[src/rtl/lbm_pkg.sv]
package lbm_pkg;

  typedef enum logic [2:0] {
    SQ_SETTLE  = 3'd0,
    SQ_PERST   = 3'd1,
    SQ_HOLDOFF = 3'd2,
    SQ_TRAIN   = 3'd3,
    SQ_UP      = 3'd4,
    SQ_FAIL    = 3'd5
  } seq_st_t;

  typedef enum logic [2:0] {
    RV_IDLE = 3'd0,
    RV_WAIT = 3'd1,
    RV_SET  = 3'd2,
    RV_HOLD = 3'd3,
    RV_CLR  = 3'd4
  } rcv_st_t;

  localparam int          LINK_UP_BIT  = 4;
  localparam int          IN_TRAIN_BIT = 29;
  localparam logic [5:0]  RCVR_LOCK    = 6'h0D;

  function automatic int max2(input int a, input int b);
    return (a > b) ? a : b;
  endfunction

endpackage

[src/rtl/lbm_ms_timer.sv]
module lbm_ms_timer #(
  parameter int CNT_W = 8
) (
  input  logic             clk,
  input  logic             rst_n,
  input  logic             clr,
  input  logic             tick,
  input  logic [CNT_W-1:0] limit,
  output logic             done
);

  logic [CNT_W-1:0] cnt_q, cnt_d;

  assign done = tick && (cnt_q == limit - 1'b1);

  always_comb begin
    cnt_d = cnt_q;
    if (clr)       cnt_d = '0;
    else if (tick) cnt_d = cnt_q + 1'b1;
  end

  always_ff @(posedge clk or negedge rst_n) begin
    if (!rst_n) cnt_q <= '0;
    else        cnt_q <= cnt_d;
  end

  // a running count never reaches the limit of its phase
  p_cnt_bound_r2: assert property (@(posedge clk) disable iff (!rst_n)
    !clr |-> (cnt_q < limit));

endmodule

[src/rtl/lbm_reset_seq.sv]
module lbm_reset_seq
  import lbm_pkg::*;
#(
  parameter int SETTLE_MS  = 30,
  parameter int PERST_MS   = 1,
  parameter int HOLDOFF_MS = 20,
  parameter int POLL_MS    = 200
) (
  input  logic clk,
  input  logic rst_n,
  input  logic ms_tick,
  input  logic link_ok,
  output logic phy_rst,
  output logic phy_pwrdn,
  output logic perst_n,
  output logic ltssm_en,
  output logic link_fail,
  output logic link_up,
  output logic up_o
);

  localparam int MAX_MS = max2(max2(SETTLE_MS, PERST_MS), max2(HOLDOFF_MS, POLL_MS));
  localparam int CNT_W  = $clog2(MAX_MS + 1);

  seq_st_t          state_q, state_d;
  logic [CNT_W-1:0] limit;
  logic             t_done, t_clr;
  logic             link_up_q, link_up_d;

  lbm_ms_timer #(.CNT_W(CNT_W)) u_tmr (
    .clk(clk), .rst_n(rst_n), .clr(t_clr), .tick(ms_tick),
    .limit(limit), .done(t_done)
  );

  always_comb begin
    state_d = state_q;
    limit   = CNT_W'(POLL_MS);
    case (state_q)
      SQ_SETTLE: begin
        limit = CNT_W'(SETTLE_MS);
        if (t_done) state_d = SQ_PERST;
      end
      SQ_PERST: begin
        limit = CNT_W'(PERST_MS);
        if (t_done) state_d = SQ_HOLDOFF;
      end
      SQ_HOLDOFF: begin
        limit = CNT_W'(HOLDOFF_MS);
        if (t_done) state_d = SQ_TRAIN;
      end
      SQ_TRAIN: begin
        if (link_ok)     state_d = SQ_UP;
        else if (t_done) state_d = SQ_FAIL;
      end
      default: state_d = state_q;
    endcase
  end

  assign t_clr     = (state_d != state_q) || (state_q == SQ_UP) || (state_q == SQ_FAIL);
  assign link_up_d = ((state_q == SQ_TRAIN) || (state_q == SQ_UP)) && link_ok;

  always_ff @(posedge clk or negedge rst_n) begin
    if (!rst_n) begin
      state_q   <= SQ_SETTLE;
      link_up_q <= 1'b0;
    end else begin
      state_q   <= state_d;
      link_up_q <= link_up_d;
    end
  end

  assign phy_rst   = (state_q == SQ_SETTLE);
  assign phy_pwrdn = (state_q == SQ_SETTLE);
  assign perst_n   = !((state_q == SQ_SETTLE) || (state_q == SQ_PERST));
  assign ltssm_en  = (state_q == SQ_TRAIN) || (state_q == SQ_UP);
  assign link_fail = (state_q == SQ_FAIL);
  assign link_up   = link_up_q;
  assign up_o      = (state_q == SQ_UP);

  p_train_after_perst_r5: assert property (@(posedge clk) disable iff (!rst_n)
    $rose(ltssm_en) |-> $past(perst_n));
  p_fail_sticky_r6: assert property (@(posedge clk) disable iff (!rst_n)
    link_fail |=> (link_fail && !ltssm_en));
  p_up_needs_enable_r1: assert property (@(posedge clk) disable iff (!rst_n)
    $rose(link_up) |-> ($past(ltssm_en) && $past(link_ok)));
  p_settle_holds_r2: assert property (@(posedge clk) disable iff (!rst_n)
    phy_rst |-> (!perst_n && !ltssm_en));

endmodule

[src/rtl/lbm_gen2_recover.sv]
module lbm_gen2_recover
  import lbm_pkg::*;
#(
  parameter int GEN2_WAIT_MS = 2,
  parameter int OVR_HOLD_MS  = 1
) (
  input  logic       clk,
  input  logic       rst_n,
  input  logic       ms_tick,
  input  logic       up_i,
  input  logic       gen2_start,
  input  logic [5:0] ltssm_code,
  input  logic       rx_valid,
  input  logic       ovr_done,
  output logic       ovr_req,
  output logic [1:0] ovr_en
);

  localparam int CNT_W = $clog2(max2(GEN2_WAIT_MS, OVR_HOLD_MS) + 1);

  rcv_st_t          state_q, state_d;
  logic [CNT_W-1:0] limit;
  logic             t_done, t_clr, stuck;

  lbm_ms_timer #(.CNT_W(CNT_W)) u_tmr (
    .clk(clk), .rst_n(rst_n), .clr(t_clr), .tick(ms_tick),
    .limit(limit), .done(t_done)
  );

  assign stuck = (ltssm_code == RCVR_LOCK) && !rx_valid;

  always_comb begin
    state_d = state_q;
    limit   = CNT_W'(GEN2_WAIT_MS);
    case (state_q)
      RV_IDLE: if (gen2_start && up_i) state_d = RV_WAIT;
      RV_WAIT: if (t_done) state_d = stuck ? RV_SET : RV_IDLE;
      RV_SET:  if (ovr_done) state_d = RV_HOLD;
      RV_HOLD: begin
        limit = CNT_W'(OVR_HOLD_MS);
        if (t_done) state_d = RV_CLR;
      end
      RV_CLR:  if (ovr_done) state_d = RV_IDLE;
      default: state_d = RV_IDLE;
    endcase
  end

  assign t_clr = (state_d != state_q) || !((state_q == RV_WAIT) || (state_q == RV_HOLD));

  always_ff @(posedge clk or negedge rst_n) begin
    if (!rst_n) state_q <= RV_IDLE;
    else        state_q <= state_d;
  end

  assign ovr_req = (state_q == RV_SET) || (state_q == RV_CLR);
  assign ovr_en  = ((state_q == RV_SET) || (state_q == RV_HOLD)) ? 2'b11 : 2'b00;

  p_req_needs_up_r10: assert property (@(posedge clk) disable iff (!rst_n)
    ovr_req |-> up_i);
  p_clear_follows_hold_r9: assert property (@(posedge clk) disable iff (!rst_n)
    $fell(ovr_en[0]) |-> (ovr_req && (ovr_en == 2'b00)));
  p_set_waits_done_r8: assert property (@(posedge clk) disable iff (!rst_n)
    (ovr_req && ovr_en[1] && !ovr_done) |=> (ovr_req && ovr_en[1]));

endmodule

[src/rtl/link_bringup_mon.sv]
module link_bringup_mon
  import lbm_pkg::*;
#(
  parameter int SETTLE_MS    = 30,
  parameter int PERST_MS     = 1,
  parameter int HOLDOFF_MS   = 20,
  parameter int POLL_MS      = 200,
  parameter int GEN2_WAIT_MS = 2,
  parameter int OVR_HOLD_MS  = 1
) (
  input  logic        clk,
  input  logic        rst_n,
  input  logic        ms_tick,
  input  logic [31:0] dbg_word0,
  input  logic [31:0] dbg_word1,
  input  logic        phy_rx_valid,
  input  logic        gen2_start,
  input  logic        ovr_done,
  output logic        phy_rst,
  output logic        phy_pwrdn,
  output logic        perst_n,
  output logic        ltssm_en,
  output logic        link_up,
  output logic        link_fail,
  output logic        ovr_req,
  output logic [1:0]  ovr_en
);

  logic link_ok, up_phase, unused_bits;

  assign link_ok     = dbg_word1[LINK_UP_BIT] && !dbg_word1[IN_TRAIN_BIT];
  assign unused_bits = ^{dbg_word0[31:6], dbg_word1[31:30], dbg_word1[28:5], dbg_word1[3:0]};

  lbm_reset_seq #(
    .SETTLE_MS(SETTLE_MS), .PERST_MS(PERST_MS),
    .HOLDOFF_MS(HOLDOFF_MS), .POLL_MS(POLL_MS)
  ) u_seq (
    .clk(clk), .rst_n(rst_n), .ms_tick(ms_tick), .link_ok(link_ok),
    .phy_rst(phy_rst), .phy_pwrdn(phy_pwrdn), .perst_n(perst_n),
    .ltssm_en(ltssm_en), .link_fail(link_fail), .link_up(link_up),
    .up_o(up_phase)
  );

  lbm_gen2_recover #(
    .GEN2_WAIT_MS(GEN2_WAIT_MS), .OVR_HOLD_MS(OVR_HOLD_MS)
  ) u_rcv (
    .clk(clk), .rst_n(rst_n), .ms_tick(ms_tick), .up_i(up_phase),
    .gen2_start(gen2_start), .ltssm_code(dbg_word0[5:0]),
    .rx_valid(phy_rx_valid), .ovr_done(ovr_done),
    .ovr_req(ovr_req), .ovr_en(ovr_en)
  );

  p_fail_excludes_up_r6: assert property (@(posedge clk) disable iff (!rst_n)
    link_fail |-> !link_up);

endmodule

[config.mk]
export PLATFORM = sky130hd
export DESIGN_NAME = link_bringup_mon
export DESIGN_NICKNAME = d
export VERILOG_FILES = /design/src/rtl/lbm_pkg.sv /design/src/rtl/lbm_ms_timer.sv /design/src/rtl/lbm_reset_seq.sv /design/src/rtl/lbm_gen2_recover.sv /design/src/rtl/link_bringup_mon.sv
export SDC_FILE = /design/constraint.sdc
export NUM_CORES = 1
export LEC_CHECK = 0
export BUFFER_PORTS_ARGS = -buffer_cell sky130_fd_sc_hd__buf_2
export CAP_MARGIN = 40
export CORE_MARGIN = 2
export CORE_UTILIZATION = 25
export DETAILED_ROUTE_END_ITERATION = 12
export PLACE_DENSITY = 0.61
export SETUP_SLACK_MARGIN = 0.5
export SYNTH_ARGS = -nofsm -noshare
export SYNTH_HDL_FRONTEND = slang
export SYNTH_SLANG_ARGS = --single-unit
[constraint.sdc]
create_clock -name clk -period 2.9 [get_ports clk]
set_input_delay 0.29 -clock clk [delete_from_list [all_inputs] [get_ports clk]]
set_output_delay 0.29 -clock clk [all_outputs]
set_load 0.02 [all_outputs]
* Word level (Yosys, flattened, before mapping)
Index checks and enable logic that the tools add are counted.
** Word-level totals
- Input bits :: 70
- Output and inout bits :: 9
- Logic and storage cells :: 65
- Bits in registers :: 17
** Operators by class
- Equal/unequal tests :: 14
- Reduce and logical (&&, ||, !) cells :: 22
- Muxes and demuxes :: 20
- Add/sub/neg operators :: 4
** Operator list (count)
- 2-to-1 mux 3 bit :: 10
- case mux 8 bit (3 select lines) :: 1
- 2-to-1 mux 8 bit :: 2
- case mux 3 bit (5 select lines) :: 1
- == test 3 x 2 -> 1 bit (second input constant) :: 4
- case mux 3 bit (4 select lines) :: 1
- 2-to-1 mux 2 bit :: 5
- == test 3 bit (second input constant) :: 3
- adder 8 x 1 -> 8 bit (second input constant) :: 1
- == test 8 bit :: 1
- logical OR 1 bit :: 8
- subtractor 8 x 1 -> 8 bit (second input constant) :: 1
- == test 3 x 1 -> 1 bit (second input constant) :: 2
- == test 6 x 4 -> 1 bit (second input constant) :: 1
- logical AND 1 bit :: 6
- zero test 3 bit :: 2
- != test 3 bit :: 2
- zero test 1 bit :: 4
- nonzero test 2 bit :: 2
- adder 2 x 1 -> 2 bit (second input constant) :: 1
- == test 2 bit :: 1
- subtractor 2 x 1 -> 2 bit (second input constant) :: 1

* Depth between registers and ports, before layout
Gate-level depths: netlist (run 1).
- Depth after elaboration :: 12
- Mapped depth :: 9

* Hierarchy
Synthesis (run 1) repeated with hierarchy kept, for this count alone.
** Second synthesis, totals
- Cells, all modules :: 139
- Area, all modules :: 1227.4 sq um
** By module, submodules not included
- lbm_ms_timer at u_seq.u_tmr :: area each 615.6 sq um, cells an instance 70, sequential area each 200.2 sq um, instances 1
- lbm_reset_seq :: area each 274.0 sq um, cells an instance 35, sequential area each 100.1 sq um, instances 1
- lbm_gen2_recover :: area each 205.2 sq um, cells an instance 22, sequential area each 75.1 sq um, instances 1
- lbm_ms_timer at u_rcv.u_tmr :: area each 118.9 sq um, cells an instance 11, sequential area each 50.0 sq um, instances 1
- link_bringup_mon :: area each 13.8 sq um, cells an instance 1, sequential area each 0.0 sq um, instances 1

* Worst setup path after synthesis (run 1)
Ideal clock, no wire load.
- Kind :: flip-flop to flip-flop
- Start point :: reg u_seq.state_q[0]
- End point :: reg u_seq.state_q[0]
- Data required time :: 2.774 ns
- Data arrival time :: 2.278 ns
- Period minus slack after synthesis :: 2.404 ns
- Cell stages (with the launch flop) :: 10
- Path buffers :: 1
- Setup slack :: 0.496 ns
- Path through :: dfrtp_1 buf_2 nor2_2 nand2_1 ha_1 xor2_1 or3_4 a2111oi_4 nand2_2 a221o_1
** Between the ends
- Word-level cells in the longest chain between the ends :: 8
- Elaborated cells between the ends (all ways) :: 14
- Those cells by class :: 1 x add/sub; 4 x eq/ne; 7 x mux; 2 x reduce/logical
** RTL lines
- from (decl) :: line lbm_reset_seq.sv:25 : seq_st_t state_q, state_d;
- from (signal assigned) :: line lbm_reset_seq.sv:67 : state_q <= state_d;
- == test 3 x 2 -> 1 bit, or another cell as far along :: line lbm_reset_seq.sv:38 : case (state_q)
- case mux 8 bit (3 select lines) :: line lbm_reset_seq.sv:38
- subtractor 8 x 1 -> 8 bit :: line lbm_ms_timer.sv:14 : assign done = tick && (cnt_q == limit - 1'b1);
- == test 8 bit :: line lbm_ms_timer.sv:14
- logical AND 1 bit :: line lbm_ms_timer.sv:14
- 2-to-1 mux 3 bit :: line lbm_reset_seq.sv:53 : else if (t_done) state_d = SQ_FAIL;
- 2-to-1 mux 3 bit :: line lbm_reset_seq.sv:52 : if (link_ok) state_d = SQ_UP;
- case mux 3 bit (4 select lines) * :: line lbm_reset_seq.sv:38
- named net u_seq.state_d[0] :: line lbm_reset_seq.sv:25
The timed path passes the listed nets; every way through them passes the cells marked *.
A chain may end at the register's enable or synchronous reset.

* Final worst setup path (run 1)
- Start point :: reg u_seq.state_q[2]
- End point :: reg u_seq.state_q[0]
The elaborated chain is that of the path after synthesis.

==> results.json, run 1 <==
{
  "setup_repair_after_global_routing_missed_its_margin": "no",
  "die_height_um": 70.4,
  "grt_start_max_net_pins": 18,
  "ys_top_cells_by_count": "sky130_fd_sc_hd__dfrtp_1 (17), sky130_fd_sc_hd__nor2_1 (12), sky130_fd_sc_hd__nand2_1 (11)",
  "ys_ff_latch": 17,
  "yosys.cell_count.top_type": "sky130_fd_sc_hd__dfrtp_1",
  "comb_power_share_pct": 12.3,
  "remaining_design_rule_violation_count": 0,
  "grt_pass1_vias": 933,
  "detailroute.via_count": 955,
  "ys_warn_count": 0,
  "fin_tns_setup_ns": 0,
  "hp-class": "input port to flip-flop",
  "final_min_period_over_clock_period_pct": 80.7,
  "io_buffer_count": 22,
  "asyncSetResetFlopFracSynth_pct": 100,
  "fin_area_um2": 1410,
  "post_synth_instance_area_um2": 1100,
  "seq_power_share_pct": 52.7,
  "maxCapViolations": 0,
  "synthTopCellsByArea": "sky130_fd_sc_hd__dfrtp_1 (39%), sky130_fd_sc_hd__xor2_1 (7.1%), sky130_fd_sc_hd__xnor2_1 (6.3%)",
  "ys_seq_area_share_pct": 38.5,
  "fp.dieArea_um2": 4960,
  "numCtsBuffers": 3,
  "place_congestion": 0.783,
  "post-layout-total-power_mw": 0.517,
  "clock_tree.htree_level_count": 1,
  "internal_power_mw": 0.378,
  "detailedPlacementHpwl_mm": 1.61,
  "route.detailed.vias_per_inst": 4.68,
  "number_of_antenna_violations_at_the_first_check_in_global_routing": 0,
  "cellLeakagePower_nw": 0.624,
  "grt_overflow_total": 0,
  "clock_network_power_share_pct": 35.0,
  "final_layout_size_suffix_gt1_share_pct": 33.6,
  "finish.net_count": 225,
  "tritoncts": "done",
  "layout.area.seq_um2": 427,
  "cell_area_placed_um2": 1260,
  "synth.avg_cell_area_um2": 9.05,
  "timing_worst_setup_path_type": "flip-flop to flip-flop",
  "cts.root.buffer_cell": "sky130_fd_sc_hd__clkbuf_8",
  "synth_flop_cell": "sky130_fd_sc_hd__dfrtp_1",
  "multiInputGateArea_um2": 649,
  "timing.final.hold_violations": 0,
  "design.core.area_um2": 4290,
  "dr.first_iter.drc_count": 32,
  "rows": 24,
  "timing.slew.headroom_pct": 69.1,
  "critical_path.max_fanout": 4,
  "synthesis_to_finish_area_growth_pct": 27.3,
  "worst-slew-pin-transition_ns": 0.456,
  "final_period_minus_worst_setup_slack_ns": 2.34,
  "net_switching_power_figure_mw": 0.139,
  "cellPowerDensity_nw_per_um2": 368,
  "grt_first_pass_wirelength_mm": 4.06,
  "timing.fmax_mhz": 427,
  "dr.pass1.iters": 4,
  "finalSetupViolCount": 0,
  "synth_cell_types": 39,
  "drv_slew": 0,
  "worstPathArrival_ns": 2.48,
  "synthesis.instances": 122,
  "timing.critical_path.from_type": "flip-flop",
  "reg2reg_slack_ns": 0.56,
  "antenna_left": 0,
  "floorplan.initialDensity_pct": 25.7,
  "preCtsSetupSlack_ns": 0.293,
  "io_pins": 79,
  "insertedDiodeCount": 0,
  "num-fill-cells": 453,
  "count_of_flip_flops_with_a_built_in_enable_after_synthesis": 0,
  "cts.path.max_buffers": 2,
  "clk_pin_slew_worst_paths_ns": 0.07,
  "route.final.wire_length_mm": 2.32,
  "insertion_delay_ns": 0.26,
  "final.hold.worst_slack_ns": 0.316,
  "swShare_pct": 26.8,
  "peakVddDrop_uv": 130,
  "routed_wire_length_per_instance_um": 11.4,
  "synth_top_area_share_pct": 38.5,
  "cts.sinks": 17,
  "synth_largest_area_cell": "sky130_fd_sc_hd__dfrtp_1",
  "crit_required_ns": 3.04,
  "outcome": "finished, final reports clean",
  "final_worst_clock_skew_ns": 0.00240,
  "track_usage_pct": 10.2,
  "die_width_um": 70.4,
  "worst_setup_path_end_kind": "flip-flop",
  "syn_nets": 194,
  "final.setup.worst_slack_ns": 0.559
}
sequential cells by signal, summed over array words and instances, names as in the netlist:
register,count
u_rcv.state_q,3
u_rcv.u_tmr.cnt_q,2
u_seq.state_q,3
u_seq.u_tmr.cnt_q,8
u_seq.link_up,1
area by class of cell:
| class | instances | area share [%] |
|---|---|---|
| clock inverter | 1 | 0.356 |
| tap | 52 | 4.63 |
| multi-input combinational | 93 | 46.2 |
| sequential | 17 | 30.4 |
| inverter | 5 | 1.34 |
| timing repair buffer | 33 | 14.2 |
| clock buffer | 3 | 2.94 |
through the flow:
| stage | util (%) | instances |
|---|---|---|
| 2_1_floorplan | - | 122 |
| 5_1_grt | 32.7 | 204 |
| 4_1_cts | 31.2 | 199 |
| 3_5_place_dp | 29.4 | 192 |
| 3_3_place_gp | 29.4 | 192 |
| 6_report | 32.7 | 204 |
power by group through the flow:
stage          registers (mW)  clock network, mW  logic, mW
6_report                0.272              0.181     0.0635
5_1_grt                 0.278              0.196     0.0731
4_1_cts                 0.273              0.184     0.0649
3_5_place_dp            0.277                  0     0.0635
3_3_place_gp            0.277                  0     0.0631
2_1_floorplan           0.272                  0     0.0443
repair_timing:
action / in CTS / in global routing
endpoints found under the setup margin: 11 / 10
hold endpoints to repair: 17 / 0
pin swaps: 2 / 7
buffers inserted: 2 / 5
resized for setup: 3 / 6
hold buffers: 1 / 0
routing by layer:
layer	share of wire, %	global-route usage (%)
met1	47	12.6
met2	47	16.1
met3	5.4	3.90
met4	0.91	3.42
met5	0	0
logic make-up (layout without fill, tap and decap cells):
group	after synthesis	in the layout	synth area share [%]
muxes	1	1	0.907
adders and majority gates	2	2	2.27
AOI/OAI and AO/OA	14	14	10.5
xor gates and xnor gates	17	17	13.5
buffers and inverters	12	42	5.33
and+or+nand+nor	59	59	28.9
DFF	17	17	38.5
worst max-delay path: stages, from the launching register on:
cell and delay [ns]:
sky130_fd_sc_hd__dfrtp_2 0.44, sky130_fd_sc_hd__nor2_4 0.16, sky130_fd_sc_hd__nand2_4 0.07, sky130_fd_sc_hd__ha_4 0.17, sky130_fd_sc_hd__xor2_1 0.15, sky130_fd_sc_hd__or3_4 0.34, sky130_fd_sc_hd__a2111oi_4 0.47, sky130_fd_sc_hd__nand2_2 0.10
sky130_fd_sc_hd__a221o_1 0.31
path summary, 6_finish.rpt:
kind	startpoint	endpoint	cells past startpoint
setup / recovery	u_seq.state_q[2]	u_seq.state_q[0]	8
hold / removal	phy_rx_valid	u_rcv.state_q[1]	4
min in group asynchronous	rst_n	u_seq.u_tmr.cnt_q[5]	2
setup reg to reg	u_seq.state_q[2]	u_seq.state_q[0]	8
max in group asynchronous	rst_n	u_seq.state_q[2]	2
hold reg to reg	u_rcv.u_tmr.cnt_q[1]	u_rcv.state_q[2]	1
cell usage in the layout (no fill, tap or decap), drive strengths merged, types with 4 or more instances in the layout:
cell and count:
buf 32, dfrtp 17, nor2 13, nand2 12, xor2 9, xnor2 8, nor3 6, nand3 6
inv 5, a21oi 4
Power figures use the tool's default switching activity.
==> inputs of run 2 (changes only) <==
- ABC_AREA: default -> 1
- clock period: 2.9 -> 1.97 ns (I/O delays scaled with it)
==> results.json, run 2 <==
{
  "synth_top_area_share_pct": 34.3,
  "seq_power_share_pct": 45.4,
  "syn_nets": 246,
  "preCtsSetupSlack_ns": -0.0208,
  "ys_warn_count": 0,
  "top_register": "u_seq.u_tmr.cnt_q",
  "clock_network_power_share_pct": 27.0,
  "insertedDiodeCount": 0,
  "timing.critical_path.from_type": "flip-flop",
  "detailedPlacementHpwl_mm": 2.16,
  "die_width_um": 74.4,
  "synth.avg_cell_area_um2": 7.13,
  "synth_simple_gate_area_share_pct": 38.8,
  "final.setup.worst_slack_ns": -0.0583,
  "worstPathArrival_ns": 2.16,
  "insertion_delay_ns": 0.25,
  "post_synth_instance_area_um2": 1240,
  "synth.area.mux_share_pct": 0,
  "remaining_design_rule_violation_count": 0,
  "route.detailed.vias_per_inst": 4.30,
  "synth_xor_area_share_pct": 4.94,
  "synthesis_to_finish_area_growth_pct": 35.6,
  "io_pins": 79,
  "clk_pin_slew_worst_paths_ns": 0.07,
  "route.final.wire_length_mm": 2.77,
  "outcome": "finished with violations",
  "final_common_cell": "sky130_fd_sc_hd__nand2_1",
  "ys_ff_latch": 17,
  "fin_tns_setup_ns": -0.331,
  "routed_wire_length_per_instance_um": 9.97,
  "cellPowerDensity_nw_per_um2": 586,
  "setup_repair_after_global_routing_missed_its_margin": "yes",
  "grt_pass1_vias": 1137,
  "timing_worst_setup_path_type": "flip-flop to flip-flop",
  "final_cell_mix": "sky130_fd_sc_hd__nand2_1 (35), sky130_fd_sc_hd__inv_1 (20), sky130_fd_sc_hd__nor2_1 (19)",
  "die_height_um": 74.4,
  "fin_area_um2": 1680,
  "ys_top_cells_by_count": "sky130_fd_sc_hd__nand2_1 (40), sky130_fd_sc_hd__inv_1 (25), sky130_fd_sc_hd__nor2_1 (25)",
  "final_min_period_over_clock_period_pct": 103,
  "detailroute.via_count": 1195,
  "reg_top3": "u_seq.u_tmr.cnt_q (8), u_rcv.state_q (3), u_seq.state_q (3)",
  "count_of_flip_flops_with_a_built_in_enable_after_synthesis": 0,
  "largest_register_ffs": 8,
  "place_congestion": 0.784,
  "route.layer.met1.wl_mm": 1.31,
  "ys_seq_area_share_pct": 34.3,
  "hp-class": "input port to flip-flop",
  "synth_largest_area_cell": "sky130_fd_sc_hd__dfrtp_1",
  "dr.pass1.iters": 4,
  "timing.fmax_mhz": 493,
  "cellLeakagePower_nw": 0.783,
  "cell_repeated_most_along_the_worst_path": "sky130_fd_sc_hd__nand2_2",
  "floorplan.initialDensity_pct": 26.1,
  "reg2reg_slack_ns": -0.06,
  "crit_path_max_incr_delay_ns": 0.44,
  "route.top_layer_used": "met4",
  "track_usage_pct": 11.4,
  "timing.final.hold_violations": 0,
  "crit_required_ns": 2.11,
  "tritoncts": "done",
  "final_worst_clock_skew_ns": 0.00790,
  "grt_overflow_total": 0,
  "clock_tree.htree_level_count": 1,
  "timing.slew.headroom_pct": 70.9,
  "maxCapViolations": 0,
  "finalSetupViolCount": 8,
  "synth_fa_ha_area_share_pct": 2.02,
  "yosys.cell_count.top_type": "sky130_fd_sc_hd__nand2_1",
  "synth_top_family_by_area": "simple AND/OR/NAND/NOR gates",
  "design.core.area_um2": 4750,
  "worstPathCellList": "nor2_4 -> nand2_2 -> ha_4 -> inv_2 -> nand2_2 -> nand3_2 -> nor2_4 -> nand2_1 -> nor2_2 -> nand2_2 -> nand2_2 -> nand4_4 -> nand3_4 -> nor2_1",
  "worst-slew-pin-transition_ns": 0.432,
  "critical_path.slowest_cell": "sky130_fd_sc_hd__dfrtp_2",
  "peakVddDrop_uv": 289,
  "comb_power_share_pct": 27.6,
  "compound_gate_portion_of_the_synthesized_area_pct": 8.17,
  "cts.root.buffer_cell": "sky130_fd_sc_hd__clkbuf_8",
  "number_of_antenna_violations_at_the_first_check_in_global_routing": 0,
  "swShare_pct": 34.0,
  "dr.first_iter.drc_count": 67,
  "finish.net_count": 284,
  "worst_setup_path_end_kind": "flip-flop",
  "final_period_minus_worst_setup_slack_ns": 2.03,
  "grt_first_pass_wirelength_mm": 4.94,
  "drv_slew": 0,
  "asyncSetResetFlopFracSynth_pct": 100,
  "synth_flop_cell": "sky130_fd_sc_hd__dfrtp_1",
  "synthTopCellsByArea": "sky130_fd_sc_hd__dfrtp_1 (34%), sky130_fd_sc_hd__nand2_1 (12%), sky130_fd_sc_hd__inv_1 (7.6%)",
  "cts.path.max_buffers": 2,
  "rows": 25,
  "net_switching_power_figure_mw": 0.335,
  "synth_cell_types": 34,
  "routed-wl-met3_um": 90,
  "final_layout_size_suffix_gt1_share_pct": 39.3,
  "cell_area_placed_um2": 1480,
  "fp.dieArea_um2": 5540,
  "antenna_left": 0,
  "met2RoutedLength_mm": 1.34,
  "synthesis.instances": 174,
  "io_buffer_count": 22,
  "violated_checks": "negative setup slack",
  "grt_start_max_net_pins": 18,
  "internal_power_mw": 0.650,
  "cts.sinks": 17,
  "numCtsBuffers": 3,
  "critical_path.max_fanout": 8
}
-- run 2: cell count changes after synthesis, sizes merged, moves of 3 or more --
cell,before,now
xor2,9,5
o21ai,1,7
nand2,12,45
xnor2,8,2
nand2b,3,0
and3,3,0
inv,5,28
or3,3,0
nor2,13,29
nand3,6,15
nor2b,3,0
-- run 2: metal layers --
layer / GRT usage (%) / up-vias
met2: 18.8 / 25
met4: 3.57 / 0
met3: 1.76 / 2
li1: - / 625
met5: 0 / -
met1: 15.5 / 543
-- run 2: worst paths after layout --
kind,depth (start not counted),to,start
hold / removal,2,u_rcv.state_q[2],ovr_done
setup / recovery,14,u_seq.u_tmr.cnt_q[6],u_seq.state_q[0]
max in group asynchronous,2,u_seq.state_q[2],rst_n
min in group asynchronous,2,u_seq.link_up,rst_n
hold reg to reg,2,u_rcv.u_tmr.cnt_q[1],u_rcv.u_tmr.cnt_q[1]
setup reg to reg,14,u_seq.u_tmr.cnt_q[6],u_seq.state_q[0]
-- run 2: area by class of cell --
| type | instances | area (um^2) |
|---|---|---|
| fill | 518 | 3070 |
| multi-input combinational | 125 | 759 |
| sequential | 17 | 429 |
| timing repair buffer | 37 | 254 |
| inverter | 28 | 110 |
| tap | 67 | 83.8 |
| clock buffer | 4 | 45.0 |
-- run 2: stage by stage --
stage | util, % | hold WS (ns) | cells | power (mW)
final | 35.4 | 0.150 | 278 | 0.985
after global routing | 35.4 | 0.153 | 278 | 1.06
after CTS | 34.0 | 0.148 | 277 | 0.961
after detailed placement | 31.1 | 0.159 | 267 | 0.686
after global placement | 31.1 | 0.153 | 267 | 0.678
after floorplan | - | -0.0986 | 174 | 0.615
-- run 2: cell families (layout without fill, tap and decap cells) --
kind of cell,Yosys count,in the layout
buffers and inverters,32,69
XOR/XNOR,7,7
flip-flops,17,17
adder cells (fa/ha/maj),2,2
AND/OR/NAND/NOR,100,100
AO/OA/AOI/OAI,16,16
-- run 2: worst max-delay path: cells and delay by family, from the launching register on --
family / cells / cell delay (ns)
flops: 1 / 0.44
simple gates: 12 / 1.13
buf+inv: 1 / 0.03
fa+ha+maj: 1 / 0.28
-- run 2: timing repair --
action	in CTS	in global routing
hold endpoints to repair	17	0
endpoints found under the setup margin	16	21
resized for setup	17	20
gates cloned	0	0
pin swaps	5	13
hold buffers	1	0
setup buffers	5	1
-- run 2: power groups by stage --
stage / logic (mW) / clock network, mW / registers [mW]
after floorplan: 0.174 / 0 / 0.441
after global placement: 0.229 / 0 / 0.450
after detailed placement: 0.236 / 0 / 0.450
after CTS: 0.239 / 0.277 / 0.444
after global routing: 0.306 / 0.300 / 0.454
final: 0.272 / 0.266 / 0.447
